[config.mk]
export PLATFORM = sky130hd
export DESIGN_NAME = gdrv_profile_seq
export DESIGN_NICKNAME = d
export VERILOG_FILES = /design/src/rtl/gdrv_pkg.sv /design/src/rtl/gdrv_cfg_hold.sv /design/src/rtl/gdrv_step_ctrl.sv /design/src/rtl/gdrv_bank_steer.sv /design/src/rtl/gdrv_profile_seq.sv
export SDC_FILE = /design/constraint.sdc
export NUM_CORES = 1
export LEC_CHECK = 0
export BUFFER_PORTS_ARGS = -buffer_cell sky130_fd_sc_hd__buf_2
export CORE_AREA = 2 2 154 156
export DETAILED_ROUTE_END_ITERATION = 8
export DIE_AREA = 0 0 156 158
export PLACE_DENSITY_LB_ADDON = 0.15
export SETUP_SLACK_MARGIN = 0.02
export SYNTH_ARGS = -nofsm -noshare
export SYNTH_HDL_FRONTEND = slang
export SYNTH_HIERARCHICAL = 1
export SYNTH_SLANG_ARGS = --single-unit
[constraint.sdc]
create_clock -name clk -period 2.95 [get_ports clk]
set_input_delay 0.4425 -clock clk [delete_from_list [all_inputs] [get_ports clk]]
set_output_delay 0.4425 -clock clk [all_outputs]
set_load 0.03 [all_outputs]
[src/rtl/gdrv_pkg.sv]
// Package: shared types for the gate-drive profile sequencer.
// Assumes: nothing beyond IEEE 1800-2017.
package gdrv_pkg;

    // Sequencer phase: idle/holding, free-form segments, three-phase first and middle legs
    typedef enum logic [1:0] {
        ST_IDLE = 2'd0,
        ST_SEG  = 2'd1,
        ST_PH1  = 2'd2,
        ST_PH2  = 2'd3
    } seq_state_t;

endpackage

[src/rtl/gdrv_cfg_hold.sv]
// Module: gdrv_cfg_hold
// Captures the profile settings when a start is accepted and presents the
// settings the sequencer must use. In the accepting cycle the raw inputs are
// passed straight through, so the first segment needs no extra cycle.
// Assumes: accept is high only when the sequencer is idle.
module gdrv_cfg_hold #(
    parameter int NSEG = 8,
    parameter int LW   = 6,
    parameter int DW   = 8
) (
    input  logic              clk,
    input  logic              rst_n,
    input  logic              accept,
    input  logic              busy,
    input  logic              raw_three,
    input  logic              raw_up,
    input  logic [NSEG*LW-1:0] raw_segs,
    input  logic [LW-1:0]     raw_end,
    input  logic [LW-1:0]     raw_base,
    input  logic [LW-1:0]     raw_mid,
    input  logic [DW-1:0]     raw_len1,
    input  logic [DW-1:0]     raw_len2,
    output logic              eff_three,
    output logic              eff_up,
    output logic [NSEG*LW-1:0] eff_segs,
    output logic [LW-1:0]     eff_end,
    output logic [LW-1:0]     eff_base,
    output logic [LW-1:0]     eff_mid,
    output logic [DW-1:0]     eff_len1,
    output logic [DW-1:0]     eff_len2
);

    logic              hd_three, hd_up;
    logic [NSEG*LW-1:0] hd_segs;
    logic [LW-1:0]     hd_end, hd_base, hd_mid;
    logic [DW-1:0]     hd_len1, hd_len2;

    // Snapshot every setting on an accepted start
    always_ff @(posedge clk) begin
        if (!rst_n) begin
            hd_three <= 1'b0;
            hd_up    <= 1'b0;
            hd_segs  <= '0;
            hd_end   <= '0;
            hd_base  <= '0;
            hd_mid   <= '0;
            hd_len1  <= '0;
            hd_len2  <= '0;
        end else if (accept) begin
            hd_three <= raw_three;
            hd_up    <= raw_up;
            hd_segs  <= raw_segs;
            hd_end   <= raw_end;
            hd_base  <= raw_base;
            hd_mid   <= raw_mid;
            hd_len1  <= raw_len1;
            hd_len2  <= raw_len2;
        end
    end

    // Bypass in the accepting cycle, snapshot afterwards
    always_comb begin
        eff_three = accept ? raw_three : hd_three;
        eff_up    = accept ? raw_up    : hd_up;
        eff_segs  = accept ? raw_segs  : hd_segs;
        eff_end   = accept ? raw_end   : hd_end;
        eff_base  = accept ? raw_base  : hd_base;
        eff_mid   = accept ? raw_mid   : hd_mid;
        eff_len1  = accept ? raw_len1  : hd_len1;
        eff_len2  = accept ? raw_len2  : hd_len2;
    end

    // Settings may not move while a profile plays, whatever the inputs do
    AST_CFG_FROZEN: assert property (@(posedge clk) disable iff (!rst_n)
        (busy && $past(busy)) |-> ($stable(hd_segs) && $stable(hd_end) && $stable(hd_base)
                                   && $stable(hd_mid) && $stable(hd_up) && $stable(hd_three)))
        else $error("settings changed during a profile");

endmodule

[src/rtl/gdrv_step_ctrl.sv]
// Module: gdrv_step_ctrl
// Steps through the profile one segment per clock and registers the count
// and the selected bank. Free-form mode walks NSEG segment counts then the
// end level; three-phase mode plays base, middle, base using two durations.
// Assumes: NSEG >= 2; settings come from gdrv_cfg_hold (stable while busy).
module gdrv_step_ctrl
    import gdrv_pkg::*;
#(
    parameter int NSEG = 8,
    parameter int LW   = 6,
    parameter int DW   = 8
) (
    input  logic              clk,
    input  logic              rst_n,
    input  logic              start,
    input  logic              cf_three,
    input  logic              cf_up,
    input  logic [NSEG*LW-1:0] cf_segs,
    input  logic [LW-1:0]     cf_end,
    input  logic [LW-1:0]     cf_base,
    input  logic [LW-1:0]     cf_mid,
    input  logic [DW-1:0]     cf_len1,
    input  logic [DW-1:0]     cf_len2,
    output logic [LW-1:0]     lvl_q,
    output logic              up_q,
    output logic              busy,
    output logic              done
);

    localparam int SW = $clog2(NSEG);
    localparam int IW = $clog2(NSEG + 1);

    seq_state_t       st;
    logic [IW-1:0]    seg_idx;
    logic [DW-1:0]    left;
    logic [LW-1:0]    seg_arr [NSEG];
    logic [DW-1:0]    load1, load2;

    // Unpack the flat segment vector into one count per segment
    for (genvar g = 0; g < NSEG; g++) begin : g_unpack
        assign seg_arr[g] = cf_segs[g*LW +: LW];
    end

    // Remaining-cycle load values; a zero duration behaves as one cycle
    assign load1 = (cf_len1 == '0) ? '0 : cf_len1 - DW'(1);
    assign load2 = (cf_len2 == '0) ? '0 : cf_len2 - DW'(1);

    assign busy = (st != ST_IDLE);

    // Profile state machine with registered level, bank and done pulse
    always_ff @(posedge clk) begin
        if (!rst_n) begin
            st      <= ST_IDLE;
            seg_idx <= '0;
            left    <= '0;
            lvl_q   <= '0;
            up_q    <= 1'b0;
            done    <= 1'b0;
        end else begin
            done <= 1'b0;
            unique case (st)
                ST_IDLE: begin
                    if (start) begin
                        up_q <= cf_up;
                        if (cf_three) begin
                            lvl_q <= cf_base;
                            left  <= load1;
                            st    <= ST_PH1;
                        end else begin
                            lvl_q   <= seg_arr[0];
                            seg_idx <= IW'(1);
                            st      <= ST_SEG;
                        end
                    end
                end
                ST_SEG: begin
                    if (seg_idx == IW'(NSEG)) begin
                        lvl_q <= cf_end;
                        done  <= 1'b1;
                        st    <= ST_IDLE;
                    end else begin
                        lvl_q   <= seg_arr[seg_idx[SW-1:0]];
                        seg_idx <= seg_idx + IW'(1);
                    end
                end
                ST_PH1: begin
                    if (left == '0) begin
                        lvl_q <= cf_mid;
                        left  <= load2;
                        st    <= ST_PH2;
                    end else begin
                        left <= left - DW'(1);
                    end
                end
                ST_PH2: begin
                    if (left == '0) begin
                        lvl_q <= cf_base;
                        done  <= 1'b1;
                        st    <= ST_IDLE;
                    end else begin
                        left <= left - DW'(1);
                    end
                end
                default: st <= ST_IDLE;
            endcase
        end
    end

    // Free-form segments advance by exactly one per cycle
    AST_SEG_STEP: assert property (@(posedge clk) disable iff (!rst_n)
        (st == ST_SEG && $past(st) == ST_SEG) |-> (seg_idx == $past(seg_idx) + IW'(1)))
        else $error("segment index skipped");

    // The middle level is held steady through the second phase
    AST_MID_STEADY: assert property (@(posedge clk) disable iff (!rst_n)
        (st == ST_PH2 && $past(st) == ST_PH2) |-> $stable(lvl_q))
        else $error("middle level moved");

    // Bank choice cannot change once a profile is running
    AST_BANK_FIXED: assert property (@(posedge clk) disable iff (!rst_n)
        (busy && $past(busy)) |-> $stable(up_q))
        else $error("bank changed mid-profile");

    // done is a single-cycle pulse
    AST_DONE_PULSE: assert property (@(posedge clk) disable iff (!rst_n)
        done |=> !done)
        else $error("done longer than one cycle");

    // busy only drops together with done
    AST_BUSY_END: assert property (@(posedge clk) disable iff (!rst_n)
        $fell(busy) |-> done)
        else $error("busy fell without done");

endmodule

[src/rtl/gdrv_bank_steer.sv]
// Module: gdrv_bank_steer
// Routes the registered count to the selected bank and forces the other
// bank to zero. Purely combinational from registers, so codes are glitch-free
// at the register boundary.
// Assumes: lvl and up come straight from flops.
module gdrv_bank_steer #(
    parameter int LW = 6
) (
    input  logic          up,
    input  logic [LW-1:0] lvl,
    output logic [LW-1:0] up_code,
    output logic [LW-1:0] down_code
);

    logic [LW-1:0] bank_code [2];

    // Bank 1 is the pull-up side, bank 0 the pull-down side
    for (genvar b = 0; b < 2; b++) begin : g_bank
        assign bank_code[b] = (up == (b == 1)) ? lvl : '0;
    end

    assign up_code   = bank_code[1];
    assign down_code = bank_code[0];

endmodule

[src/rtl/gdrv_profile_seq.sv]
// Module: gdrv_profile_seq (top)
// Segmented gate-drive profile sequencer: on an accepted start it plays a
// free-form or three-phase drive-strength profile, one segment per clock,
// onto the pull-up or pull-down bank, then holds the final level.
// Assumes: one clock period per time segment; start is a synchronous pulse.
module gdrv_profile_seq #(
    parameter int NSEG = 8,
    parameter int LW   = 6,
    parameter int DW   = 8
) (
    input  logic               clk,
    input  logic               rst_n,
    input  logic               start,
    input  logic               three_phase,
    input  logic               drive_up,
    input  logic [NSEG*LW-1:0] seg_levels,
    input  logic [LW-1:0]      end_level,
    input  logic [LW-1:0]      base_level,
    input  logic [LW-1:0]      mid_level,
    input  logic [DW-1:0]      first_len,
    input  logic [DW-1:0]      second_len,
    output logic [LW-1:0]      up_code,
    output logic [LW-1:0]      down_code,
    output logic               busy,
    output logic               done
);

    logic               accept;
    logic               e_three, e_up;
    logic [NSEG*LW-1:0] e_segs;
    logic [LW-1:0]      e_end, e_base, e_mid;
    logic [DW-1:0]      e_len1, e_len2;
    logic [LW-1:0]      lvl_q;
    logic               up_q;

    // A start counts only when no profile is running
    assign accept = start && !busy;

    gdrv_cfg_hold #(.NSEG(NSEG), .LW(LW), .DW(DW)) u_cfg (
        .clk       (clk),
        .rst_n     (rst_n),
        .accept    (accept),
        .busy      (busy),
        .raw_three (three_phase),
        .raw_up    (drive_up),
        .raw_segs  (seg_levels),
        .raw_end   (end_level),
        .raw_base  (base_level),
        .raw_mid   (mid_level),
        .raw_len1  (first_len),
        .raw_len2  (second_len),
        .eff_three (e_three),
        .eff_up    (e_up),
        .eff_segs  (e_segs),
        .eff_end   (e_end),
        .eff_base  (e_base),
        .eff_mid   (e_mid),
        .eff_len1  (e_len1),
        .eff_len2  (e_len2)
    );

    gdrv_step_ctrl #(.NSEG(NSEG), .LW(LW), .DW(DW)) u_step (
        .clk      (clk),
        .rst_n    (rst_n),
        .start    (accept),
        .cf_three (e_three),
        .cf_up    (e_up),
        .cf_segs  (e_segs),
        .cf_end   (e_end),
        .cf_base  (e_base),
        .cf_mid   (e_mid),
        .cf_len1  (e_len1),
        .cf_len2  (e_len2),
        .lvl_q    (lvl_q),
        .up_q     (up_q),
        .busy     (busy),
        .done     (done)
    );

    gdrv_bank_steer #(.LW(LW)) u_steer (
        .up        (up_q),
        .lvl       (lvl_q),
        .up_code   (up_code),
        .down_code (down_code)
    );

    // The idle bank never sees a count while the other bank is driven
    AST_ONE_BANK: assert property (@(posedge clk) disable iff (!rst_n)
        (up_code != '0) |-> (down_code == '0))
        else $error("both banks driven");

endmodule

* After elaboration in Yosys (flattened, before gate mapping)
Index checks and enable logic that the tools add are counted.
** Word-level totals
- Flip-flop bits (word level) :: 105
- Bits of input ports :: 87
- Logic and storage cells :: 83
- Output and inout port bits :: 14
** Operators by class
- Mux-type cells :: 38
- Eq/ne operators :: 12
- Add/subtract/negate cells :: 4
- Order comparisons :: 1
- Reductions and logical operators :: 14
- Bitwise operators :: 1
** Operators by type and width (count)
- two-way mux 6 bit :: 12
- two-way mux 8 bit :: 8
- two-way mux 48 bit :: 1
- logical NOT 8 bit :: 3
- case mux 6 bit (4 select lines) :: 1
- case mux 8 bit (3 select lines) :: 1
- subtractor 8 x 1 -> 8 bit (second input constant) :: 3
- binary-select mux 6 bit (select 3 bit) :: 1
- two-way mux 4 bit :: 3
- AND reduction 4 bit :: 3
- two-way mux 2 bit :: 5
- != test 2 bit (second input constant) :: 5
- case mux 2 bit (4 select lines) :: 1
- case mux 4 bit (2 select lines) :: 1
- != test 2 x 1 -> 1 bit (second input constant) :: 3
- adder 4 x 1 -> 4 bit (second input constant) :: 1
- == test 2 bit (second input constant) :: 2
- == test 4 bit (second input constant) :: 1
- greater-or-equal comparator 4 bit (second input constant) :: 1
- inverter 3 -> 4 bit :: 1
- nonzero test 2 bit :: 2
- two-way mux 1 bit :: 3
- AND reduction 3 bit :: 1
- nonzero test 3 bit :: 1
- 6 further kinds :: 6

* Depth between registers and ports, before layout
Gate-level depths: netlist (run 1).
- Depth in word-level cells :: 9
- Depth in mapped cells :: 13
- Depth with buffers taken out :: 11

* Modules after synthesis
The synthesis (run 1) kept the hierarchy.
** By module, submodules not included
- gdrv_cfg_hold :: cells an instance 270, area an instance 3500.9 um^2, instances 1, seq. area each 1681.6 um^2
- gdrv_step_ctrl :: cells an instance 249, area an instance 2090.8 um^2, instances 1, seq. area each 440.4 um^2
- gdrv_bank_steer :: cells an instance 13, area an instance 88.8 um^2, instances 1, seq. area each 0.0 um^2
- gdrv_profile_seq :: cells an instance 1, area an instance 13.8 um^2, instances 1, seq. area each 0.0 um^2

* Worst setup path after synthesis (run 1)
OpenSTA, ideal clock, no wires.
- Path kind :: register -> register
- From :: register u_step.st[0]
- To :: register u_step.left[4]
- Path slack :: -0.166 ns
- Cell stages (with the launch flop) :: 12
- Arrival time :: 2.988 ns
- Setup time :: 0.128 ns
- Buffers on the path :: 2
- Period minus slack after synthesis :: 3.116 ns
- Data required time :: 2.822 ns
- Path through :: dfxtp_1 clkbuf_1 nor2_4 inv_2 nor2b_4 buf_2 mux2_2 or4_1 nor4b_4 nor2_1 o311ai_1 a21oi_1
** Between the ends
- Elaborated cells between the ends (all ways) :: 24
- Those cells by class :: 2 x add/sub; 5 x eq/ne; 9 x mux; 8 x reduce/logical
** RTL lines
- start: declaration :: line gdrv_step_ctrl.sv:33 : seq_state_t st;
- start signal: assignment :: line gdrv_step_ctrl.sv:53 : st <= ST_IDLE;
- start signal: assignment :: line gdrv_step_ctrl.sv:68 : st <= ST_PH1;
- start signal: assignment :: line gdrv_step_ctrl.sv:72 : st <= ST_SEG;
- nonzero test 2 bit (*) :: line gdrv_step_ctrl.sv:48 : assign busy = (st != ST_IDLE);
- net busy :: line gdrv_profile_seq.sv:24 : output logic busy,
- logical NOT 1 bit (*) :: line gdrv_profile_seq.sv:37 : assign accept = start && !busy;
- logical AND 1 bit (*) :: line gdrv_profile_seq.sv:37
- net accept :: line gdrv_profile_seq.sv:28 : logic accept;
- two-way mux 8 bit (*) :: line gdrv_cfg_hold.sv:70 : eff_len2 = accept ? raw_len2 : hd_len2;
- net e_len2[2] :: line gdrv_profile_seq.sv:32 : logic [DW-1:0] e_len1, e_len2;
- subtractor 8 x 1 -> 8 bit or logical NOT 8 bit (tied branches) :: line gdrv_step_ctrl.sv:46 : assign load2 = (cf_len2 == '0) ? '0 : cf_len2 - DW'(1);
- two-way mux 8 bit (*) :: line gdrv_step_ctrl.sv:46
- two-way mux 8 bit (*) :: line gdrv_step_ctrl.sv:87 : if (left == '0) begin
- case mux 8 bit (3 select lines) (*) :: line gdrv_step_ctrl.sv:61 : unique case (st)
- end signal: assignment :: line gdrv_step_ctrl.sv:67 : left <= load1;
- end signal: assignment :: line gdrv_step_ctrl.sv:89 : left <= load2;
- end signal: assignment :: line gdrv_step_ctrl.sv:92 : left <= left - DW'(1);
- end: declaration :: line gdrv_step_ctrl.sv:35 : logic [DW-1:0] left;
Mark *: on every way through the listed nets, which the timed path passes. The rest lies on a longest branch. The select of a mux whose other input is x is not followed.
A chain may end at the register's enable or synchronous reset.

* Worst setup path in the final report (run 1)
- From :: register u_step.st[0]
- To :: register u_step.left[5]
** Between the ends
- Word-level cells in the longest chain between the ends :: 9
- Elaborated cells between the ends (all ways) :: 24
- Those cells by class :: 2 x add/sub; 5 x eq/ne; 9 x mux; 8 x reduce/logical
** Ends and longest elaborated chain
- nonzero test 2 bit (*) :: line gdrv_step_ctrl.sv:48
- logical NOT 1 bit (*) :: line gdrv_profile_seq.sv:37
- logical AND 1 bit (*) :: line gdrv_profile_seq.sv:37
- net accept :: line gdrv_profile_seq.sv:28
- two-way mux 8 bit (*) :: line gdrv_cfg_hold.sv:69 : eff_len1 = accept ? raw_len1 : hd_len1;
- net e_len1[2] :: line gdrv_profile_seq.sv:32
- subtractor 8 x 1 -> 8 bit or logical NOT 8 bit (tied branches) :: line gdrv_step_ctrl.sv:45 : assign load1 = (cf_len1 == '0) ? '0 : cf_len1 - DW'(1);
- two-way mux 8 bit (*) :: line gdrv_step_ctrl.sv:45
- two-way mux 8 bit (*) :: line gdrv_step_ctrl.sv:65 : if (cf_three) begin
- two-way mux 8 bit (*) :: line gdrv_step_ctrl.sv:63 : if (start) begin
- case mux 8 bit (3 select lines) (*) :: line gdrv_step_ctrl.sv:61
Marks and branches as above.

==> results of run 1 <==
[registers in the layout (all words and copies together) (netlist names)]
signal and cells:
u_cfg/hd_base 6, u_cfg/hd_end 6, u_cfg/hd_len1 8, u_cfg/hd_len2 8, u_cfg/hd_mid 6, u_cfg/hd_segs 48
u_cfg/hd_three 1, u_cfg/hd_up 1, u_step/done 1, u_step/left 8, u_step/lvl_q 6, u_step/seg_idx 4
u_step/st 2, u_step/up_q 1
[worst reg2reg max path: stages (launching register included)]
cell,delay [ps]
dfxtp_1,330
nor2_4,140
inv_4,50
nor2b_4,220
buf_6,220
mux2_2,420
or4_1,520
or4_1,480
a21oi_1,160
a21oi_1,60
a21oi_1,130
[Yosys cell counts, types with 2 or more instances]
library cell | count | area, um2
o221a_1 | 2 | 22.52
clkbuf_1 | 19 | 71.32
nor2_1 | 18 | 67.56
ha_1 | 7 | 87.58
nand2_1 | 17 | 63.81
nand4_1 | 2 | 12.51
inv_2 | 2 | 7.510
nand3_1 | 7 | 35.03
xor2_1 | 4 | 35.03
and2_1 | 92 | 575.6
and3_1 | 2 | 12.51
o31ai_1 | 3 | 22.52
nor4_1 | 3 | 18.77
nor3_1 | 3 | 15.01
nor2b_1 | 5 | 31.28
mux2_4 | 60 | 900.9
a21boi_0 | 2 | 15.01
a31oi_1 | 13 | 81.33
buf_2 | 5 | 25.02
or4_1 | 4 | 30.03
o21ai_1 | 12 | 60.06
nor3b_1 | 2 | 15.01
mux4_2 | 12 | 270.3
buf_6 | 8 | 90.09
mux2_2 | 29 | 326.6
o22ai_1 | 6 | 37.54
mux2i_1 | 13 | 130.1
inv_1 | 10 | 37.54
a21o_1 | 2 | 15.01
a21oi_1 | 14 | 70.07
o32ai_1 | 2 | 17.52
xnor2_1 | 6 | 52.55
and2b_1 | 2 | 15.01
dfxtp_1 | 106 | 2122
o21ai_0 | 13 | 65.06
o21a_1 | 3 | 22.52
[logic make-up (layout without fill, tap and decap cells)]
family,Yosys count,in the layout
DFF,106,106
xor gates and xnor gates,10,10
adders and majority gates,7,7
and+or+nand+nor,167,167
AOI/OAI and AO/OA,82,82
muxes,115,115
buffers and inverters,46,147
[layer usage]
metal,up-vias,part of all wire (%),global-route usage (%)
met4,0,1.2,3.451
met1,1986,48,17.02
met5,-,0,0
li1,2078,-,-
met2,106,47,21.53
met3,15,4.6,2.847
[final timing paths]
path                         from           endpoint  slack, ps
setup / recovery     u_step/st[0]     u_step/left[5]        150
hold reg to reg   u_step/lvl_q[1]    u_step/lvl_q[1]        560
hold / removal     seg_levels[25]  u_cfg/hd_segs[25]        430
setup reg to reg     u_step/st[0]     u_step/left[5]        150
[layout make-up]
type / count / area, um2
fillers: 2387 / 16140
multi-input cells: 381 / 3343
flip-flops and latches: 106 / 2122
repair buffers: 120 / 711.9
well taps: 290 / 362.8
clock buffers: 10 / 239.0
clock inverters: 5 / 85.08
inverters: 12 / 47.55
[power by group through the flow]
stage | combinational, uW | clock [uW] | sequential [uW]
after floorplan | 1420 | 0 | 1690
after global placement | 1830 | 0 | 1740
after detailed placement | 1840 | 0 | 1740
after CTS | 1850 | 1400 | 1710
after global routing | 2040 | 1470 | 1730
final | 1850 | 1350 | 1710
[what timing repair did]
action,4_1_cts,5_1_grt
hold buffers,0,0
setup buffers,0,0
endpoints found under the setup margin,0,3
resized for setup,0,4
[cells in the final DEF (no fill, tap or decap), drive strengths merged, types with 3 or more instances in the layout]
master / Yosys / final
clkbuf: 19 / 11
xnor2: 6 / 6
a21boi: 3 / 3
o31ai: 3 / 3
nand2: 17 / 17
o22ai: 6 / 6
mux2: 90 / 90
nand3: 7 / 7
mux2i: 13 / 13
a21oi: 14 / 14
inv: 12 / 14
nor2b: 6 / 6
dfxtp: 106 / 106
nor3: 4 / 4
o21ai: 26 / 26
nor2: 19 / 19
or4: 4 / 4
ha: 7 / 7
and2: 92 / 92
mux4: 12 / 12
nor4: 3 / 3
buf: 15 / 119
a31oi: 13 / 13
o21a: 3 / 3
xor2: 4 / 4
[per-stage QoR]
stage               utilization [%]  std cells  setup TNS, ps  hold slack (ps)  power, uW
global placement              28.37        908              0            526.5       3571
detailed placement            28.37        908              0            548.6       3581
global route                  29.98        924              0            426.4       5232
finish                        29.98        924              0            427.3       4908
CTS                           29.78        923              0            412.9       4961
floorplan                         -        533         -4.746            473.7       3111
==> results.py, run 1 <==
metrics = {
    "cells_and_area": {
        "n_antenna_cell": 0,
        "drive_above_1_share_pct": 38.96,
        "post-route-cell-area_um2": 6912,
        "nNetsFinal": 724,
        "syn2layout_area_growth_pct": 21.38,
    },
    "worst_setup_path": {
        "worstPathArrival_ps": 3080,
        "worst_path_largest_cell_delay_ps": 520,
        "crit_path_top_delay_cell": "or4_1",
        "start_kind": "flop",
        "critPathRequiredTime_ps": 3230,
        "cp-end-kind": "flop",
        "crit_type": "flop to flop",
        "path_depth": 10,
        "cp_num_buf_inv": 2,
        "critPathMaxFanout": 8,
        "crit_family": "simple AND/OR/NAND/NOR gates",
        "reg2reg_depth": 10,
        "path_cells": "nor2_4 -> inv_4 -> nor2b_4 -> buf_6 -> mux2_2 -> or4_1 -> or4_1 -> a21oi_1 -> a21oi_1 -> a21oi_1",
        "crit_top_cell": "a21oi_1",
    },
    "timing": {
        "slew_headroom_pct": 60.29,
        "slew_viol_final": 0,
        "timing.final.crit_share_pct": 95.03,
        "rsz0062_at_grt": "yes",
        "skew_ps": 11.48,
        "setup_slack_ps": 146.6,
        "tightestPinTransition_ps": 594.8,
        "hold_viol": 0,
        "setup_viol": 0,
        "fmax_mhz": 356.7,
        "layout_min_cycle_time_ps": 2803,
    },
    "die": {
        "initial_core_util_pct": 24.70,
        "die_area_um2": 24650,
        "fp.dieW_um": 156,
        "pin_count": 101,
        "fp-row-count": 56,
        "design.core.area_um2": 23050,
        "fp.dieH_um": 158,
    },
    "power_and_ir_drop": {
        "power.internal_uw": 3297,
        "ir_drop_mv": 0.2785,
        "combPwrFrac_pct": 37.7,
        "power.density_nw_per_um2": 710.2,
        "seq_power_share_pct": 34.8,
        "p_leak_uw": 0.002961,
        "switching_share_pct": 32.83,
        "clkPwrFrac_pct": 27.4,
        "p_sw_uw": 1611,
    },
    "logic_synthesis": {
        "synth.yosys.seq_area_share_pct": 37.27,
        "synth_area_per_cell_um2": 10.68,
        "synthArstFlopShare_pct": 0,
        "synth_top_family_by_area": "multiplexers",
        "synth-simple-area-share_pct": 17.58,
        "synth_edf_count": 0,
        "synth_fa_ha_area_share_pct": 1.538,
        "ys_ff_latch": 106,
        "synth_compound_area_share_pct": 9.031,
        "ys_warn_count": 6,
        "synth-main-ff-cell": "dfxtp_1",
        "synth-xor-area-share_pct": 1.538,
        "syn_inst": 533,
        "syn-num-nets": 627,
        "netlist-cell-type-count": 59,
        "netlist_area_um2": 5694,
        "muxShareOfSynthArea_pct": 28.78,
    },
    "drt": {
        "ant_nets": 0,
        "finalWirelength_um": 15650,
        "drc": 0,
        "vias": 4185,
        "firstDrtPassIters": 4,
        "routedWlPerCell_um": 16.94,
        "drt_iter0_drc": 192,
        "avgViaCountPerCell": 4.529,
    },
    "clock_network": {
        "ctsRootBufferMaster": "clkbuf_16",
        "clock_latency_ps": 360,
        "clock_path_buffers": 2,
        "cts_buffers": 9,
        "cts_sinks": 106,
        "h-tree-depth": 3,
        "tritoncts": "done",
        "path_clk_slew_ps": 80,
    },
    "global_route": {
        "track_usage_pct": 12.96,
        "grt_remaining_overflow": 0,
        "grt_pass1_wl_um": 24580,
        "grt_max_degree": 40,
        "grt_pass1_vias": 4363,
        "antenna_found_initial": 0,
    },
    "placed_design": {
        "port_buffers": 100,
        "placed_area_um2": 6540,
        "dp_slack_ps": 129.1,
        "hpwl_um": 11560,
        "place.gp.congestion": 0.7926,
    },
    "min_path": {
        "min_path_cells": 3,
        "hp-class": "input pin to flop",
    },
    "run": {
        "maxCapViolCount": 0,
    },
    "outcome": {
        "status": "completed",
    },
}
No activity file was read; power rests on OpenSTA's default activity.
==> run 2: changes to the inputs <==
--- a/config.mk
+++ b/config.mk
@@ -9,8 +9,8 @@
 export CORE_AREA = 2 2 154 156
 export DETAILED_ROUTE_END_ITERATION = 8
 export DIE_AREA = 0 0 156 158
-export PLACE_DENSITY_LB_ADDON = 0.15
 export SETUP_SLACK_MARGIN = 0.02
+export SLEW_MARGIN = 15
 export SYNTH_ARGS = -nofsm -noshare
 export SYNTH_HDL_FRONTEND = slang
 export SYNTH_HIERARCHICAL = 1
==> results.py, run 2 (synthesized netlist as in run 1, its figures left out) <==
metrics = {
    "global_route": {
        "track_usage_pct": 11.96,
        "grt_remaining_overflow": 0,
        "antenna_found_initial": 0,
        "grt_pass1_vias": 4146,
        "grt_pass1_wl_um": 22690,
        "grt_max_degree": 61,
    },
    "timing": {
        "rsz0062_at_grt": "no",
        "setup_viol": 0,
        "fin_tns_setup_ps": 0,
        "tightestPinTransition_ps": 961.2,
        "slew_headroom_pct": 35.92,
        "layout_min_cycle_time_ps": 2755,
        "setup_slack_ps": 195.4,
        "skew_ps": 13.34,
        "fmax_mhz": 363.0,
        "hold_viol": 0,
        "timing.final.crit_share_pct": 93.37,
        "slew_viol_final": 0,
    },
    "drt": {
        "finalWirelength_um": 14610,
        "vias": 4225,
        "drt_iter0_drc": 220,
        "avgViaCountPerCell": 4.519,
        "drc": 0,
        "met2WireLength_um": 6718,
        "met1Wirelength_um": 6849,
        "routedWlPerCell_um": 15.63,
        "ant_nets": 0,
        "wl_met3_um": 956,
        "maxUsedRoutingLayer": "met4",
        "firstDrtPassIters": 5,
    },
    "die": {
        "fp.dieH_um": 158,
        "initial_core_util_pct": 24.70,
        "fp.dieW_um": 156,
        "die_area_um2": 24650,
        "pin_count": 101,
        "design.core.area_um2": 23050,
        "fp-row-count": 56,
    },
    "cells_and_area": {
        "fin_util_pct": 30.26,
        "nNetsFinal": 734,
        "drive_above_1_share_pct": 40.00,
        "syn2layout_area_growth_pct": 22.50,
        "n_antenna_cell": 0,
        "post-route-cell-area_um2": 6975,
        "top_register": "u_cfg/hd_segs",
        "final_cell_mix": "dfxtp_1 (106), buf_2 (100), and2_1 (92), mux2_4 (60), mux2_2 (29)",
        "fill_cells": 2372,
        "instances_no_fill": 935,
        "largest_register_ffs": 48,
        "final_common_cell": "dfxtp_1",
    },
    "power_and_ir_drop": {
        "p_leak_uw": 0.002990,
        "power.density_nw_per_um2": 684.6,
        "ir_drop_mv": 0.3194,
    },
    "placed_design": {
        "place.gp.congestion": 0.8569,
        "port_buffers": 100,
        "dp_slack_ps": 66.70,
        "placed_area_um2": 6638,
        "place_inst": 916,
        "hpwl_um": 10950,
    },
    "clock_network": {
        "tritoncts": "done",
        "path_clk_slew_ps": 80,
        "cts_buffers": 9,
        "clock_path_buffers": 2,
        "clock_latency_ps": 360,
        "h-tree-depth": 3,
        "ctsHoldBuffers": 0,
        "cts_sinks": 106,
        "ctsRootBufferMaster": "clkbuf_16",
    },
    "worst_setup_path": {
        "start_kind": "flop",
        "worstPathArrival_ps": 2980,
        "worst_path_largest_cell_delay_ps": 470,
        "crit_type": "flop to flop",
        "crit_path_top_delay_cell": "mux4_2",
        "cp-end-kind": "flop",
        "path_cells": "nor2_4 -> inv_4 -> nor2b_4 -> buf_12 -> buf_4 -> buf_12 -> buf_12 -> mux2_4 -> mux4_2 -> mux2i_1 -> nor2_1 -> a311oi_1 -> a21oi_1",
        "critPathRequiredTime_ps": 3170,
        "crit_top_cell": "buf_12",
        "critPathMaxFanout": 15,
    },
    "outcome": {
        "status": "completed",
    },
    "min_path": {
        "hp-class": "input pin to flop",
    },
    "run": {
        "maxCapViolCount": 0,
    },
}
run 2: layout make-up:
cell class              count  area (um2)  area share (%)
clock inverters             7       73.82           1.058
inverters                  12       47.55          0.6816
multi-input cells         381        3343           47.93
flip-flops and latches    106        2122           30.42
clock buffers               9       225.2           3.229
repair buffers            130       800.8           11.48
well taps                 290       362.8           5.202
run 2: worst paths after layout:
check | depth (start not counted) | start | slack (ps) | end
hold / removal | 3 | seg_levels[38] | 430 | u_cfg/hd_segs[38]
hold reg to reg | 2 | u_step/lvl_q[3] | 550 | u_step/lvl_q[3]
setup / recovery | 13 | u_step/st[0] | 200 | u_step/lvl_q[0]
setup reg to reg | 13 | u_step/st[0] | 200 | u_step/lvl_q[0]
run 2: critical path: cells and delay by family (launching register included):
family	cells	cell delay, ps
simple gates	3	370
mux	3	930
compound gates	2	370
flops	1	340
buf+inv	5	600
run 2: what timing repair did:
action	in CTS	in global routing
gates resized for setup	0	1
buffers inserted	0	3
endpoints found under the setup margin	0	9
endpoints found under the hold margin	0	0
run 2: through the flow:
stage | hold WS, ps | power, uW
finish | 428.8 | 4775
global route | 418.1 | 5064
CTS | 413.4 | 4802
detailed placement | 523.5 | 3586
global placement | 518.5 | 3580
floorplan | 473.7 | 3111
run 2: report_power, final:
group	internal, uW	leakage, uW	switching, uW	total, uW
clock	597	0.000139	598	1200
sequential	1600	0.000870	112	1720
combinational	957	0.00198	907	1860
run 2: metal layers:
metal / vias to the layer above / global-route usage (%)
met4: 0 / 2.097
met3: 8 / 2.518
li1: 2095 / -
met5: - / 0
met1: 1998 / 16.49
met2: 124 / 19.51
==> run 3: changes to the inputs <==
--- a/config.mk
+++ b/config.mk
@@ -7,8 +7,10 @@
 export LEC_CHECK = 0
 export BUFFER_PORTS_ARGS = -buffer_cell sky130_fd_sc_hd__buf_2
 export CORE_AREA = 2 2 154 156
+export CTS_BUF_LIST = sky130_fd_sc_hd__clkbuf_8 sky130_fd_sc_hd__clkbuf_16
 export DETAILED_ROUTE_END_ITERATION = 8
 export DIE_AREA = 0 0 156 158
+export MAX_ROUTING_LAYER = met4
 export SETUP_SLACK_MARGIN = 0.02
 export SLEW_MARGIN = 15
 export SYNTH_ARGS = -nofsm -noshare
==> results.py, run 3 (synthesized netlist as in run 1, its figures left out) <==
metrics = {
    "cells_and_area": {
        "top_register": "u_cfg/hd_segs",
        "largest_register_ffs": 48,
        "final_common_cell": "dfxtp_1",
        "final_cell_mix": "dfxtp_1 (106), buf_2 (100), and2_1 (92), mux2_4 (60), mux2_2 (29)",
        "syn2layout_area_growth_pct": 22.50,
        "fin_util_pct": 30.26,
        "n_antenna_cell": 0,
        "instances_no_fill": 935,
        "nNetsFinal": 734,
        "drive_above_1_share_pct": 40.00,
    },
    "timing": {
        "slew_viol_final": 0,
        "setup_slack_ps": 213.5,
        "tightestPinTransition_ps": 954.1,
        "hold_viol": 0,
        "layout_min_cycle_time_ps": 2736,
        "rsz0062_at_grt": "no",
        "skew_ps": 17.62,
        "timing.final.crit_share_pct": 92.76,
        "fin_tns_setup_ps": 0,
        "slew_headroom_pct": 36.39,
        "setup_viol": 0,
        "fmax_mhz": 365.4,
    },
    "clock_network": {
        "cts_buffers": 9,
        "clock_latency_ps": 360,
        "cts_sinks": 106,
        "tritoncts": "done",
        "clock_path_buffers": 2,
        "ctsRootBufferMaster": "clkbuf_16",
        "h-tree-depth": 3,
        "ctsHoldBuffers": 0,
        "path_clk_slew_ps": 80,
    },
    "die": {
        "design.core.area_um2": 23050,
        "pin_count": 101,
        "fp-row-count": 56,
        "die_area_um2": 24650,
        "fp.dieW_um": 156,
        "fp.dieH_um": 158,
        "initial_core_util_pct": 24.70,
    },
    "placed_design": {
        "place.gp.congestion": 0.8706,
        "hpwl_um": 10950,
        "place_inst": 916,
        "dp_slack_ps": 66.70,
        "port_buffers": 100,
    },
    "worst_setup_path": {
        "worstSetupEndpoint": "u_step/lvl_q[0]",
        "critPathMaxFanout": 15,
        "crit_top_cell": "buf_12",
        "path_cells": "nor2_4 -> inv_4 -> nor2b_4 -> buf_12 -> buf_4 -> buf_12 -> buf_12 -> mux2_4 -> mux4_2 -> mux2i_1 -> nor2_1 -> a311oi_1 -> a21oi_1",
        "reg2reg_depth": 13,
        "worst_path_largest_cell_delay_ps": 470,
        "critPathRequiredTime_ps": 3170,
        "worstPathArrival_ps": 2960,
        "start_kind": "flop",
        "crit_type": "flop to flop",
        "cp-end-kind": "flop",
        "reg2reg_from": "u_step/st[0]",
        "startpoint": "u_step/st[0]",
        "r2r_slack_ps": 210,
        "crit_path_top_delay_cell": "mux4_2",
        "r2r-end": "u_step/lvl_q[0]",
    },
    "drt": {
        "drc": 0,
        "firstDrtPassIters": 5,
        "vias": 4213,
        "drt_iter0_drc": 262,
        "avgViaCountPerCell": 4.506,
        "routedWlPerCell_um": 15.62,
        "finalWirelength_um": 14600,
        "ant_nets": 0,
    },
    "global_route": {
        "grt_max_degree": 61,
        "antenna_found_initial": 0,
        "globalRouteMet3Util_pct": 2.409,
        "grt_pass1_vias": 4157,
        "grt_pass1_wl_um": 22690,
        "track_usage_pct": 12.34,
        "grt_remaining_overflow": 0,
        "grt.busiest_layer": "met2",
        "grt_use_met2_pct": 19.57,
        "met1_usage_pct": 16.59,
    },
    "min_path": {
        "min-delay-start": "seg_levels[38]",
        "hp-class": "input pin to flop",
    },
    "run": {
        "maxCapViolCount": 0,
    },
    "power_and_ir_drop": {
        "power.density_nw_per_um2": 683.9,
        "p_leak_uw": 0.002990,
        "ir_drop_mv": 0.3201,
    },
    "outcome": {
        "status": "completed",
    },
}
run 3: cell counts in the layout (fill, tap and decap cells not counted):
No cell type changed its count.
run 3: worst max-delay path, delay by kind of cell, from the launching register on:
family	cells	cell delay, ps
simple gates	3	360
compound gates	2	360
mux	3	930
buf+inv	5	600
flops	1	340
run 3: what timing repair did:
item                                    CTS  global route
endpoints found under the setup margin    0             9
gates resized for setup                   0             1
buffers inserted                          0             3
run 3: layout make-up:
cell class | instances | area (um2)
Clock inverter | 7 | 73.82
Inverter | 12 | 47.55
Clock buffer | 9 | 225.2
Tap cell | 290 | 362.8
Multi-Input combinational cell | 381 | 3343
Sequential cell | 106 | 2122
Fill cell | 2372 | 16080
Timing Repair Buffer | 130 | 800.8
run 3: routing by layer:
| layer | vias to the layer above | share of wire, % |
|---|---|---|
| li1 | 2098 | - |
| met1 | 2018 | 48 |
| met2 | 92 | 47 |
| met3 | 5 | 4.8 |
| met4 | 0 | 0.47 |
| met5 | - | 0 |
run 3: per-stage QoR:
step                cell area [um2]  hold WS (ps)  total power (uW)
global placement               6638         518.5              3580
detailed placement             6638         523.5              3586
CTS                            6937         413.4              4802
finish                         6975         426.5              4771
floorplan                      5714         473.7              3111
global route                   6975         414.8              5067
run 3: worst min-delay path by stage:
stage	cells after the start	endpoint	slack [ps]
detailed placement	2	u_step/lvl_q[3]	520
CTS	3	u_cfg/hd_segs[23]	410
finish	3	u_cfg/hd_segs[38]	430
floorplan	2	u_step/up_q	470
global route	3	u_cfg/hd_segs[11]	410
global placement	2	u_step/lvl_q[3]	520
run 3: report_power, final:
part	switching (uW)	total, uW	internal, uW
logic	904	1860	956
clock network	598	1190	597
registers	111	1720	1600
total	1610	4770	3160
